<file path="config.mk">
export PLATFORM = sky130hd
export DESIGN_NAME = cart_reset_detector
export DESIGN_NICKNAME = d
export VERILOG_FILES = /design/src/rtl/crd_pkg.sv /design/src/rtl/crd_sync.sv /design/src/rtl/crd_hold_timer.sv /design/src/rtl/cart_reset_detector.sv
export SDC_FILE = /design/constraint.sdc
export NUM_CORES = 1
export LEC_CHECK = 0
export ABC_AREA = 1
export BUFFER_PORTS_ARGS = -buffer_cell sky130_fd_sc_hd__buf_2
export CELL_PAD_IN_SITES_DETAIL_PLACEMENT = 1
export CELL_PAD_IN_SITES_GLOBAL_PLACEMENT = 1
export CORE_AREA = 2 2 95 97
export DETAILED_ROUTE_END_ITERATION = 10
export DIE_AREA = 0 0 97 99
export GPL_TIMING_DRIVEN = 0
export PLACE_DENSITY_LB_ADDON = 0.08
export SLEW_MARGIN = 10
export SYNTH_ARGS = -nofsm -noshare
export SYNTH_HDL_FRONTEND = slang
export SYNTH_SLANG_ARGS = --single-unit
</file>
<file path="constraint.sdc">
create_clock -name clk -period 1.7 [get_ports clk]
set_clock_uncertainty 0.05 [all_clocks]
set_input_delay 0.34 -clock clk [delete_from_list [all_inputs] [get_ports clk]]
set_output_delay 0.34 -clock clk [all_outputs]
set_load 0.005 [all_outputs]
</file>
<file path="src/rtl/crd_pkg.sv">
package crd_pkg;
    localparam int ADDR_W = 12;
    localparam logic [ADDR_W-1:0] BOOT_ADDR = 12'h400;

    function automatic logic is_boot_fetch(input logic strobe_n, input logic [ADDR_W-1:0] a);
        return !strobe_n && (a == BOOT_ADDR);
    endfunction
endpackage

</file>
<file path="src/rtl/crd_sync.sv">
module crd_sync #(
    parameter int W      = 1,
    parameter int STAGES = 2
) (
    input  logic         clk,
    input  logic         rst_n,
    input  logic [W-1:0] d,
    output logic [W-1:0] q
);
    logic [STAGES-1:0][W-1:0] chain_d, chain_q;

    always_comb begin
        chain_d[0] = d;
        for (int i = 1; i < STAGES; i++) chain_d[i] = chain_q[i-1];
    end

    always_ff @(posedge clk or negedge rst_n) begin
        if (!rst_n) chain_q <= '0;
        else        chain_q <= chain_d;
    end

    assign q = chain_q[STAGES-1];
endmodule

</file>
<file path="src/rtl/crd_hold_timer.sv">
module crd_hold_timer #(
    parameter int HOLD_CYCLES = 150_000_000
) (
    input  logic clk,
    input  logic rst_n,
    input  logic en,
    output logic hit
);
    localparam int CW = $clog2(HOLD_CYCLES + 1);
    logic [CW-1:0] cnt_d, cnt_q;

    always_comb begin
        hit   = en && (cnt_q == CW'(HOLD_CYCLES - 1));
        cnt_d = cnt_q;
        if (!en)                            cnt_d = '0;
        else if (cnt_q != CW'(HOLD_CYCLES)) cnt_d = cnt_q + 1'b1;
    end

    always_ff @(posedge clk or negedge rst_n) begin
        if (!rst_n) cnt_q <= '0;
        else        cnt_q <= cnt_d;
    end


    timer_restart_chk: assert property (@(posedge clk) disable iff (!rst_n)
        !en |=> (cnt_q == '0));
endmodule

</file>
<file path="src/rtl/cart_reset_detector.sv">
module cart_reset_detector #(
    parameter int DEB_CYCLES  = 50_000,
    parameter int HOLD_CYCLES = 150_000_000,
    parameter int SYNC_STAGES = 2
) (
    input  logic        clk,
    input  logic        rst_n,
    input  logic [1:0]  bank_bits,
    input  logic        fetch_n,
    input  logic [11:0] addr,
    input  logic        menu_ack,
    output logic        rst_active,
    output logic        rst_release,
    output logic        menu_req,
    output logic        boot_fetch_seen,
    output logic        load_window
);
    import crd_pkg::*;

    localparam int SW = 2 + 1 + ADDR_W;
    localparam int DW = $clog2(DEB_CYCLES + 1);

    typedef struct packed {
        logic          active;
        logic          release_p;
        logic          menu;
        logic          armed;
        logic          seen;
        logic          window;
        logic [DW-1:0] deb_cnt;
    } det_state_t;

    det_state_t s_d, s_q;
    logic [SW-1:0] raw, synced;
    logic [1:0]    s_bank;
    logic          s_fetch_n;
    logic [ADDR_W-1:0] s_addr;
    logic          cond, boot, hold_hit;

    assign raw = {addr, fetch_n, bank_bits};

    crd_sync #(.W(SW), .STAGES(SYNC_STAGES)) u_sync (
        .clk(clk), .rst_n(rst_n), .d(raw), .q(synced)
    );

    crd_hold_timer #(.HOLD_CYCLES(HOLD_CYCLES)) u_hold (
        .clk(clk), .rst_n(rst_n), .en(s_q.active), .hit(hold_hit)
    );

    assign s_bank    = synced[1:0];
    assign s_fetch_n = synced[2];
    assign s_addr    = synced[SW-1:3];
    assign cond      = (&s_bank) && s_fetch_n;
    assign boot      = is_boot_fetch(s_fetch_n, s_addr);

    always_comb begin
        s_d = s_q;
        if (cond != s_q.active) begin
            if (s_q.deb_cnt == DW'(DEB_CYCLES - 1)) begin
                s_d.active  = cond;
                s_d.deb_cnt = '0;
            end else begin
                s_d.deb_cnt = s_q.deb_cnt + 1'b1;
            end
        end else begin
            s_d.deb_cnt = '0;
        end
        if (boot && s_q.active) begin
            s_d.active  = 1'b0;
            s_d.deb_cnt = '0;
        end
        if (s_d.active && !s_q.active) begin
            s_d.armed = 1'b1;
            s_d.seen  = 1'b0;
        end else if (boot && s_q.armed) begin
            s_d.armed = 1'b0;
            s_d.seen  = 1'b1;
        end
        s_d.release_p = s_q.active && !s_d.active;
        s_d.window    = s_d.active && s_fetch_n;
        s_d.menu      = hold_hit || (s_q.menu && !menu_ack);
    end

    always_ff @(posedge clk or negedge rst_n) begin
        if (!rst_n) s_q <= '0;
        else        s_q <= s_d;
    end

    assign rst_active      = s_q.active;
    assign rst_release     = s_q.release_p;
    assign menu_req        = s_q.menu;
    assign boot_fetch_seen = s_q.seen;
    assign load_window     = s_q.window;


    boot_clears_chk: assert property (@(posedge clk) disable iff (!rst_n)
        (s_q.active && boot) |=> !rst_active);

    release_single_chk: assert property (@(posedge clk) disable iff (!rst_n)
        rst_release |=> !rst_release);

    release_on_fall_chk: assert property (@(posedge clk) disable iff (!rst_n)
        $fell(rst_active) |-> rst_release);

    menu_sticky_chk: assert property (@(posedge clk) disable iff (!rst_n)
        (menu_req && !menu_ack) |=> menu_req);

    window_in_reset_chk: assert property (@(posedge clk) disable iff (!rst_n)
        load_window |-> rst_active);
endmodule

</file>
== Yosys cells after proc, flatten, opt, wreduce, memory -nomap -nowiden ==
Cells that the tools add are included.
Storage, ports and cells
  flip-flop bits (word level): 80
  bits of input ports: 18
  output and inout bits: 5
  logic and storage cells: 44
Cells by class
  $add $sub $neg: 2
  eq/ne operators: 6
  multiplexer cells: 10
  reductions and logical operators: 16
Operators by type and width (count)
  28-bit two-way mux: 2
  16-bit two-way mux: 3
  28-bit by 1-bit adder with 28-bit output, second input constant: 1
  28-bit == test, second input constant: 1
  28-bit inequality test, second input constant: 1
  16-bit by 1-bit adder with 16-bit output, second input constant: 1
  16-bit == test, second input constant: 1
  12-bit by 11-bit == test with 1-bit output, second input constant: 1
  1-bit logical AND: 9
  1-bit logical NOT: 4
  2-bit two-way mux: 2
  1-bit two-way mux: 3
  2-bit by 1-bit inequality test with 1-bit output, second input constant: 1
  2-bit AND reduction: 1
  2-bit nonzero test: 1
  1-bit logical OR: 1
  1-bit inequality test: 1

== Depth between registers and ports, before layout ==
Gate-level depths: netlist (run 1).
  word-level depth: 7
  gate-level depth with buffers: 11
  mapped depth without buffers: 11

== Modules after synthesis ==
A second synthesis (run 1) with hierarchy kept.
Unflattened totals
  cell total of the unflattened synthesis: 477
  area total of the unflattened synthesis: 3813.7 um2
Modules (own cells, without submodules)
  crd_hold_timer: times used 1, cells an instance 271, area each 1780.5 um2, sequential area each 700.7 um2
  cart_reset_detector: times used 1, cells an instance 176, area each 1282.5 um2, sequential area each 550.5 um2
  crd_sync: times used 1, cells an instance 30, area each 750.7 um2, sequential area each 750.7 um2

== Worst setup path after synthesis (run 1) ==
Ideal clock, no wire load.
  kind: flip-flop to flip-flop
  start: register u_hold.cnt_q[0]
  end: register u_hold.cnt_q[16]
  setup time: 133 ps
  arrival time: 1275 ps
  data required time: 1517 ps
  path slack: 242 ps
  stages on the path, launching flop included: 8
  buffers on the path: 0
  clock period less this slack: 1458 ps
  path through: dfrtp_1 -> ha_1 -> nand2_1 -> nor2_4 -> nand2_4 -> nor2_1 -> xor2_1 -> nor2_1
Between the ends
  word-level cells in the longest chain between the ends: 3
  elaborated cells between the ends (all ways): 5
  those cells by class: add/sub (1); eq/ne (2); mux (2)
Ends and longest elaborated chain
  start, declared: line crd_hold_timer.sv:10  | logic [CW-1:0] cnt_d, cnt_q;
  start signal, assigned: line crd_hold_timer.sv:21  | else cnt_q <= cnt_d;
  28-bit by 1-bit adder with 28-bit output: line crd_hold_timer.sv:16  | else if (cnt_q != CW'(HOLD_CYCLES)) cnt_d = cnt_q + 1'b1;
  28-bit two-way mux: line crd_hold_timer.sv:16
  28-bit two-way mux: line crd_hold_timer.sv:15  | if (!en) cnt_d = '0;
Several ways; a longest one is shown, not always the timed one. The select of a mux whose other input is x is not followed.
A chain may end at the register's enable or synchronous reset.

== Final worst setup path (run 1) ==
Same ends and word-level chain as after synthesis.

==> results.txt, run 1 <==
reg2reg setup slack: 110 ps
Pwr Density: 849 nW/um^2
Synth cell types: 29
share of layout cells above drive strength 1: 0.133
Worst Hold Depth: 1
Longest Clk Path Bufs: 2
Arr. time, crit path: 1750 ps
first-pass detailed-route iteration total: 4
Setup TNS: 0 ps
Least-Margin Pin Slew: 583 ps
Max VDD drop: 0.621 mV
Filler cells: 1074
Max Cap Viol: 0
setup violators final: 0
clk_lat worst skew: 350 ps
vias in the first global route: 3181
initial antenna violation count: 0
drt wl/cell: 14.0 um
vias per cell: 4.95
Total Wirelength: 8680 um
CTS tree: yes
endpoints failing hold: 0
top-area cell type share of the netlist area: 0.533
met2 Use GR: 0.338
Layout area overhead: 15.6%
die area: 9600 um^2
Hold WS: 42.6 ps
CP bufs+invs: 0
Synth Cell Area: 3760 um^2
DP HPWL: 6390 um
RSZ-0062 raised after global routing: yes
Starting Density: 0.439
Worst Hold End: u_sync.chain_d[29]
via count: 3065
grt met1 use: 0.247
DRT antenna net count: 0
Rows: 34
initial drt markers: 96
Avg Cell Area, Syn: 8.03 um^2
Worst path slowest cell: dfrtp_1
Fmax: 629 MHz
first-pass GRT wire length: 14700 um
GRT busiest layer: met2
Global Route Usage Sum: 0.190
# clock sinks: 80
critical path type: reg2reg
Mapped Cells: 468
Critical Path Max Stage Delay: 450 ps
number of synthesized register bits: 80
period utilization: 0.936
# H-tree levels: 3
Yosys warning total: 0
grt total ovfl: 0
Ports: 23
FF-to-FF path depth: 7
TritonCTS buffer count: 9
Synth area leaders: dfrtp_1, nand2_1, nor2_1, inv_1, nand3_1
Die Span X: 97 um
dominant cell type by area after synthesis: dfrtp_1
status: completed
Worst Min Path Start: addr[11]
Tmin final: 1590 ps
sequential area share after synthesis: 0.533
die height: 99 um
critical path's top delay family: simple AND/OR/NAND/NOR gates
met3 GRT Util: 0.0284
fin worst setup slack: 109 ps
nets: 527
Slew HR: 0.611
syn nets: 489
Port Buf Inserts: 22
Slew Viols, Final: 0
worst reg2reg endpoint: u_hold.cnt_q[16]
Crit. End Element: flop
Startpoint Class: flop
min-delay worst type: in2reg
# diodes: 0
P_leak: 1.92 nW
DRC viols: 0
cell mode on critical path: nor2_1
clock-pin slew on the worst setup and hold paths: 100 ps
CP Cell Sequence: ha_4, nand2_1, nor2_4, nand2_4, nor2_1, xor2_1, nor2_1
largest net degree at the start of global routing: 59
GP Congestion: 0.866
core box area: 8550 um^2
Worst EP required: 1860 ps
crit-path max FO: 6
pre-CTS WS: -21.3 ps
RR Startpoint: u_hold.cnt_q[0]
root buf cell: clkbuf_8
[cells by family after synthesis]
| kind of cell | synth area share |
|---|---|
| simple gates | 0.327 |
| flops | 0.533 |
| buf+inv | 0.0599 |
| compound gates | 0.0423 |
| xor+xnor | 0.0280 |
| fa+ha+maj | 0.00999 |
[worst max-delay path by stage]
stage               slack, ps                to  cells past startpoint       startpoint
global placement         -350   u_hold.cnt_q[1]                      1            rst_n
floorplan                 240  u_hold.cnt_q[16]                      7  u_hold.cnt_q[0]
global route              -30  u_hold.cnt_q[20]                      9  u_hold.cnt_q[0]
CTS                        30       load_window                      8           s_q[0]
finish                    110  u_hold.cnt_q[16]                      7  u_hold.cnt_q[0]
detailed placement        -20  u_hold.cnt_q[16]                      7  u_hold.cnt_q[0]
[synthesized netlist by cell type]
cell and instances:
buf_1 1, a21o_1 1, nand3_2 2, and2_1 1
nand2_1 114, nor3_1 7, nand3b_1 1, o21ai_1 2
buf_6 2, nor2_4 5, xor2_1 8, o21ai_0 10
clkbuf_1 1, nor2_2 2, inv_2 1, nor2_1 108
xnor2_1 4, or2_2 1, nand2_4 1, nand3_1 34
a31oi_1 1, a21oi_1 14, inv_1 51, nand2_2 5
nand4_1 5, dfrtp_1 80, ha_1 3, nor3b_1 1
o21bai_1 2
[power by group]
part	leakage (nW)	internal [mW]	switching (mW)	total (mW)
clock	0.118	0.862	0.789	1.65
combinational	0.756	0.0297	0.0565	0.0862
sequential	1.05	1.94	0.0145	1.95
[layout make-up]
type	count	area [um^2]	share of cell area
sequential	80	2000	0.461
multi-input combinational	332	1580	0.363
inverter	52	195	0.0449
timing repair buffer	27	173	0.0397
tap	108	135	0.0311
clock buffer	9	124	0.0285
clock inverter	7	109	0.0251
buffer	4	30.0	0.00691
[flip-flops by register name, indices dropped and copies added (netlist names)]
signal           cells
boot_fetch_seen      1
u_sync.q            15
u_hold.cnt_q        28
s_q                 17
rst_release          1
rst_active           1
menu_req             1
load_window          1
u_sync.chain_d      15
[per-layer routing]
metal / wire length [um] / up-vias / share of wire
met4: 38 / 0 / 0.0044
met3: 237 / 4 / 0.027
met5: 0 / - / 0
met1: 4070 / 1496 / 0.47
met2: 4340 / 36 / 0.50
li1: - / 1529 / -
[through the flow]
stage / instance area [um^2] / util / cells / total power [mW]
final: 4340 / 0.508 / 619 / 3.69
after global routing: 4340 / 0.508 / 619 / 3.83
after CTS: 4290 / 0.501 / 617 / 3.75
after detailed placement: 4030 / 0.472 / 599 / 2.08
after global placement: 4000 / 0.468 / 598 / 2.07
after floorplan: 3760 / - / 468 / 2.00
[repair_timing]
action	in CTS	in global routing
resized for setup	2	9
pin swaps	0	2
cloned	0	0
endpoints found under the hold margin	22	0
endpoints found under the setup margin	10	22
buffers inserted	1	2
hold buffers	1	0
[placed cells by master (no fill, tap or decap), drive strengths merged]
cell type      n
dlygate4sd3    1
bufinv         2
and2           1
o21bai         2
a21o           1
nor3           7
nand3b         1
nand2        120
xor2           8
a21oi         14
a31oi          1
inv           56
dfrtp         80
nor2         115
nand3         36
clkinv         1
nor3b          1
nand4          5
buf           29
o21ai         12
xnor2          4
or2            1
clkbuf        10
ha             3
(Power assumes the default switching activity.)
==> run 2: changes to the inputs <==
--- a/config.mk
+++ b/config.mk
@@ -12,6 +12,7 @@
 export CORE_AREA = 2 2 95 97
 export DETAILED_ROUTE_END_ITERATION = 10
 export DIE_AREA = 0 0 97 99
+export GPL_ROUTABILITY_DRIVEN = 0
 export GPL_TIMING_DRIVEN = 0
 export PLACE_DENSITY_LB_ADDON = 0.08
 export SLEW_MARGIN = 10
==> constraint.sdc (replaced) <==
create_clock -name clk -period 1.7 [get_ports clk]
set_clock_uncertainty 0.05 [all_clocks]
set_input_delay 0.17 -clock clk [delete_from_list [all_inputs] [get_ports clk]]
set_output_delay 0.17 -clock clk [all_outputs]
set_load 0.005 [all_outputs]
==> run 2 against run 1 <==
Effect of this change:
- design area is 3.7% higher
- sequential cell count stayed put
- register-to-register slack hardly changed
- largest power group unchanged
- combinational power is 35% higher
- worst setup slack worse by 0.78 ps
- largest cell class unchanged
- highest routed layer unchanged
- critical endpoint is now s_q[14]
==> results.txt, run 2 (synthesis results as in run 1) <==
placed cell area: 4030 um^2
Max VDD drop: 0.631 mV
DRT antenna net count: 0
commonest non-fill, non-tap cells in the layout: nand2_1, nor2_1, dfrtp_1, inv_1, nand3_1
CP Capture Point: s_q[14]
crit-path max FO: 9
P_leak: 1.99 nW
largest registers: u_hold.cnt_q x28, s_q x17
pre-CTS WS: -21.3 ps
period utilization: 0.936
Longest Clk Path Bufs: 2
clock-pin slew on the worst setup and hold paths: 100 ps
Layout area overhead: 19.9%
Max Cap Viol: 0
RSZ-0062 raised after global routing: yes
grt total ovfl: 0
Fmax: 628 MHz
Slew HR: 0.611
fin worst setup slack: 108 ps
Global Route Usage Sum: 0.199
nets: 543
vias in the first global route: 3309
reg2reg setup slack: 110 ps
# diodes: 0
Rows: 34
Critical Path Source: u_sync.q[2]
status: completed
Die Span X: 97 um
Non-Filler Instances: 635
Tmin final: 1590 ps
CTS tree: yes
Tot Pwr: 3.73 mW
initial drt markers: 104
Worst path slowest cell: dfrtp_1
first-pass GRT wire length: 15400 um
drt wl/cell: 14.3 um
Final Core Density: 0.527
Ports: 23
endpoints failing hold: 0
Least-Margin Pin Slew: 583 ps
first-pass detailed-route iteration total: 4
Worst EP required: 1880 ps
Setup TNS: 0 ps
most common cell after layout, fill and taps aside: nand2_1
DRC viols: 0
die area: 9600 um^2
Arr. time, crit path: 1770 ps
Hold WS: 203 ps
largest net degree at the start of global routing: 59
# H-tree levels: 3
vias per cell: 4.95
Starting Density: 0.439
min-delay worst type: in2async
Port Buf Inserts: 22
Critical Path Max Stage Delay: 400 ps
FF-to-FF path depth: 7
DP HPWL: 6390 um
share of layout cells above drive strength 1: 0.129
initial antenna violation count: 0
register with the most flip-flops: u_hold.cnt_q
setup violators final: 0
die height: 99 um
worst reg2reg endpoint: s_q[14]
# clock sinks: 80
root buf cell: clkbuf_8
max FFs per register: 28
Placed Instances: 599
RR Startpoint: u_sync.q[2]
CP Cell Sequence: or2_2, nor2_1, nand2_1, nand2_1, nand2_2, nand2_2, nor2_1
Final Cell Area: 4500 um^2
Crit. End Element: flop
Slew Viols, Final: 0
Total Wirelength: 9080 um
TritonCTS buffer count: 9
Pwr Density: 827 nW/um^2
via count: 3146
critical path type: reg2reg
clk_lat worst skew: 350 ps
core box area: 8550 um^2
Startpoint Class: flop
## run 2: cell count changes in the layout (fill, tap and decap cells not counted), sizes merged
cell / before / now
dlygate4sd3: 1 / 17
## run 2: cell type report
type,count,area (um^2)
plain buffers,4,30.0
clock buffers,9,124
clock inverters,7,109
fillers,1067,4050
inverters,52,195
multi-input cells,332,1580
flip-flops and latches,80,2000
well taps,108,135
repair buffers,43,333
## run 2: worst min-delay path by stage
stage,from,to,slack [ps],cells past startpoint
floorplan,rst_n,boot_fetch_seen,-180,0
global placement,addr[8],u_sync.chain_d[26],230,1
detailed placement,rst_n,s_q[9],60,1
CTS,rst_n,s_q[9],210,2
global route,rst_n,s_q[9],220,2
finish,rst_n,s_q[9],200,2
## run 2: power breakdown
part	internal, mW	switching, mW
clock network	0.862	0.795
logic	0.0537	0.0626
registers	1.94	0.0152
## run 2: timing repair
action | CTS | global route
hold buffers | 17 | 0
hold endpoints to repair | 38 | 0
setup buffers | 1 | 2
pin swaps | 0 | 2
gates resized for setup | 2 | 9
setup endpoints to repair | 10 | 22
## run 2: routing by layer
metal	up-vias	global-route usage	share of wire
li1	1560	-	-
met2	39	0.357	0.51
met4	0	0.0520	0.0065
met5	-	0	0
met1	1543	0.253	0.46
met3	4	0.0326	0.029
## run 2: worst max-delay path: cells and delay by family, from the launching register on
kind	cells	cell delay, ps
flip-flops	1	400
AND/OR/NAND/NOR	7	1010
==> run 3: changes to the inputs <==
--- a/config.mk
+++ b/config.mk
@@ -15,6 +15,7 @@
 export GPL_ROUTABILITY_DRIVEN = 0
 export GPL_TIMING_DRIVEN = 0
 export PLACE_DENSITY_LB_ADDON = 0.08
+export SETUP_SLACK_MARGIN = 0.5
 export SLEW_MARGIN = 10
 export SYNTH_ARGS = -nofsm -noshare
 export SYNTH_HDL_FRONTEND = slang
==> run 3 against run 2 <==
Effect of this change:
- global-route usage is 5.6 points higher
- non-clock buffer count is 58 higher
- critical path depth up 3
- critical path type unchanged
==> results.txt, run 3 (synthesis results as in run 1) <==
Total Wirelength: 15400 um
Die Span X: 97 um
register with the most flip-flops: u_hold.cnt_q
status: completed
RSZ-0062 raised after global routing: yes
Pwr Density: 671 nW/um^2
met2 Use GR: 0.465
Setup TNS: 0 ps
Port Buf Inserts: 22
vias per cell: 5.44
die height: 99 um
DP HPWL: 6680 um
commonest non-fill, non-tap cells in the layout: nand2_1, dfrtp_1, nor2_1, buf_4, inv_1
Max Cap Viol: 0
CTS tree: yes
via count: 3774
DRC viols: 0
Filler cells: 950
TritonCTS buffer count: 9
Tmin final: 1640 ps
Slew Viols, Final: 0
# diodes: 0
root buf cell: clkbuf_8
setup violators final: 0
core box area: 8550 um^2
crit-path max FO: 4
Layout area overhead: 51.7%
critical path type: reg2reg
Slew HR: 0.763
min-delay worst type: in2async
endpoints failing hold: 0
most common cell after layout, fill and taps aside: nand2_1
Longest Clk Path Bufs: 2
die area: 9600 um^2
first-pass detailed-route iteration total: 4
Rows: 34
# H-tree levels: 3
GRT busiest layer: met2
Fmax: 608 MHz
Final Core Density: 0.667
period utilization: 0.968
clk_lat worst skew: 380 ps
Arr. time, crit path: 1900 ps
max FFs per register: 28
vias in the first global route: 3933
Least-Margin Pin Slew: 355 ps
Ports: 23
met3 GRT Util: 0.0426
share of layout cells above drive strength 1: 0.452
first-pass GRT wire length: 19400 um
Startpoint Class: flop
grt total ovfl: 0
# clock sinks: 80
P_leak: 2.55 nW
nets: 602
Crit. End Element: flop
grt met1 use: 0.311
clock-pin slew on the worst setup and hold paths: 100 ps
Worst EP required: 1960 ps
DRT antenna net count: 0
Starting Density: 0.439
drt wl/cell: 22.2 um
initial antenna violation count: 0
initial drt markers: 214
Global Route Usage Sum: 0.256
Max VDD drop: 0.491 mV
largest net degree at the start of global routing: 58
largest registers: u_hold.cnt_q x28, s_q x17
## run 3: cell count changes in the layout (fill, tap and decap cells not counted), moves of 9 or more
cell     before  now
nor2_1      105   57
buf_4         4   48
nand2_1     114   78
nor2_2        3   32
nand2_2       4   24
nor2_4        7   26
nand3_1      32   15
dfrtp_1      79   64
dfrtp_2       1   16
nand2_4       2   16
buf_6         2   14
nand3_2       4   16
o21ai_0      10    1
## run 3: per-layer routing
| layer | part of all wire | routed length, um |
|---|---|---|
| met1 | 0.40 | 6160 |
| met2 | 0.53 | 8110 |
| met3 | 0.042 | 640 |
| met4 | 0.032 | 498 |
| met5 | 0 | 0 |
## run 3: final timing paths
path	cells after the start	to	slack [ps]	from
max	10	u_hold.cnt_q[25]	60	u_hold.cnt_q[0]
min reg2reg	0	u_sync.q[8]	310	u_sync.chain_d[23]
max in group asynchronous	3	u_hold.cnt_q[10]	790	rst_n
min in group clk	0	u_sync.q[8]	310	u_sync.chain_d[23]
max reg2reg	10	u_hold.cnt_q[25]	60	u_hold.cnt_q[0]
min	2	u_hold.cnt_q[22]	190	rst_n
## run 3: timing repair
| action | CTS | global route |
|---|---|---|
| gates cloned | 2 | 0 |
| setup buffers | 42 | 18 |
| pin swaps | 28 | 52 |
| hold buffers | 17 | 0 |
| endpoints found under the setup margin | 51 | 50 |
| resized for setup | 88 | 104 |
| endpoints found under the hold margin | 39 | 0 |
## run 3: area by class of cell
cell class	count	area, um^2	share of cell area
flip-flops and latches	80	2020	0.355
well taps	108	135	0.0237
inverters	52	200	0.0351
clock inverters	7	106	0.0187
repair buffers	101	851	0.149
multi-input cells	333	2230	0.390
clock buffers	9	124	0.0217
plain buffers	4	37.5	0.00658
## run 3: stage by stage
stage	worst slack, ps	power (mW)	hold slack (ps)	instance area, um^2	std cells
after floorplan	266	2.01	-176	3880	468
after global placement	-200	2.07	227	4120	598
after detailed placement	49.9	2.08	46.4	4150	599
after CTS	233	3.77	196	5220	676
after global routing	-24.8	3.94	211	5700	694
final	55.2	3.82	193	5700	694
## run 3: where the power goes
| group | switching [mW] | internal, mW |
|---|---|---|
| Sequential | 0.0242 | 1.94 |
| Clock | 0.852 | 0.859 |
| Combinational | 0.0861 | 0.0641 |
| Total | 0.963 | 2.86 |
## run 3: critical path, stage by stage (launching register included)
cell     delay, ps
dfrtp_2        480
inv_4           60
buf_6          120
nor2_4         150
nand2_4         90
buf_6          140
nor2_4         190
nand2_2        100
nand2_2         70
nand2_1         50
nor2_1          90
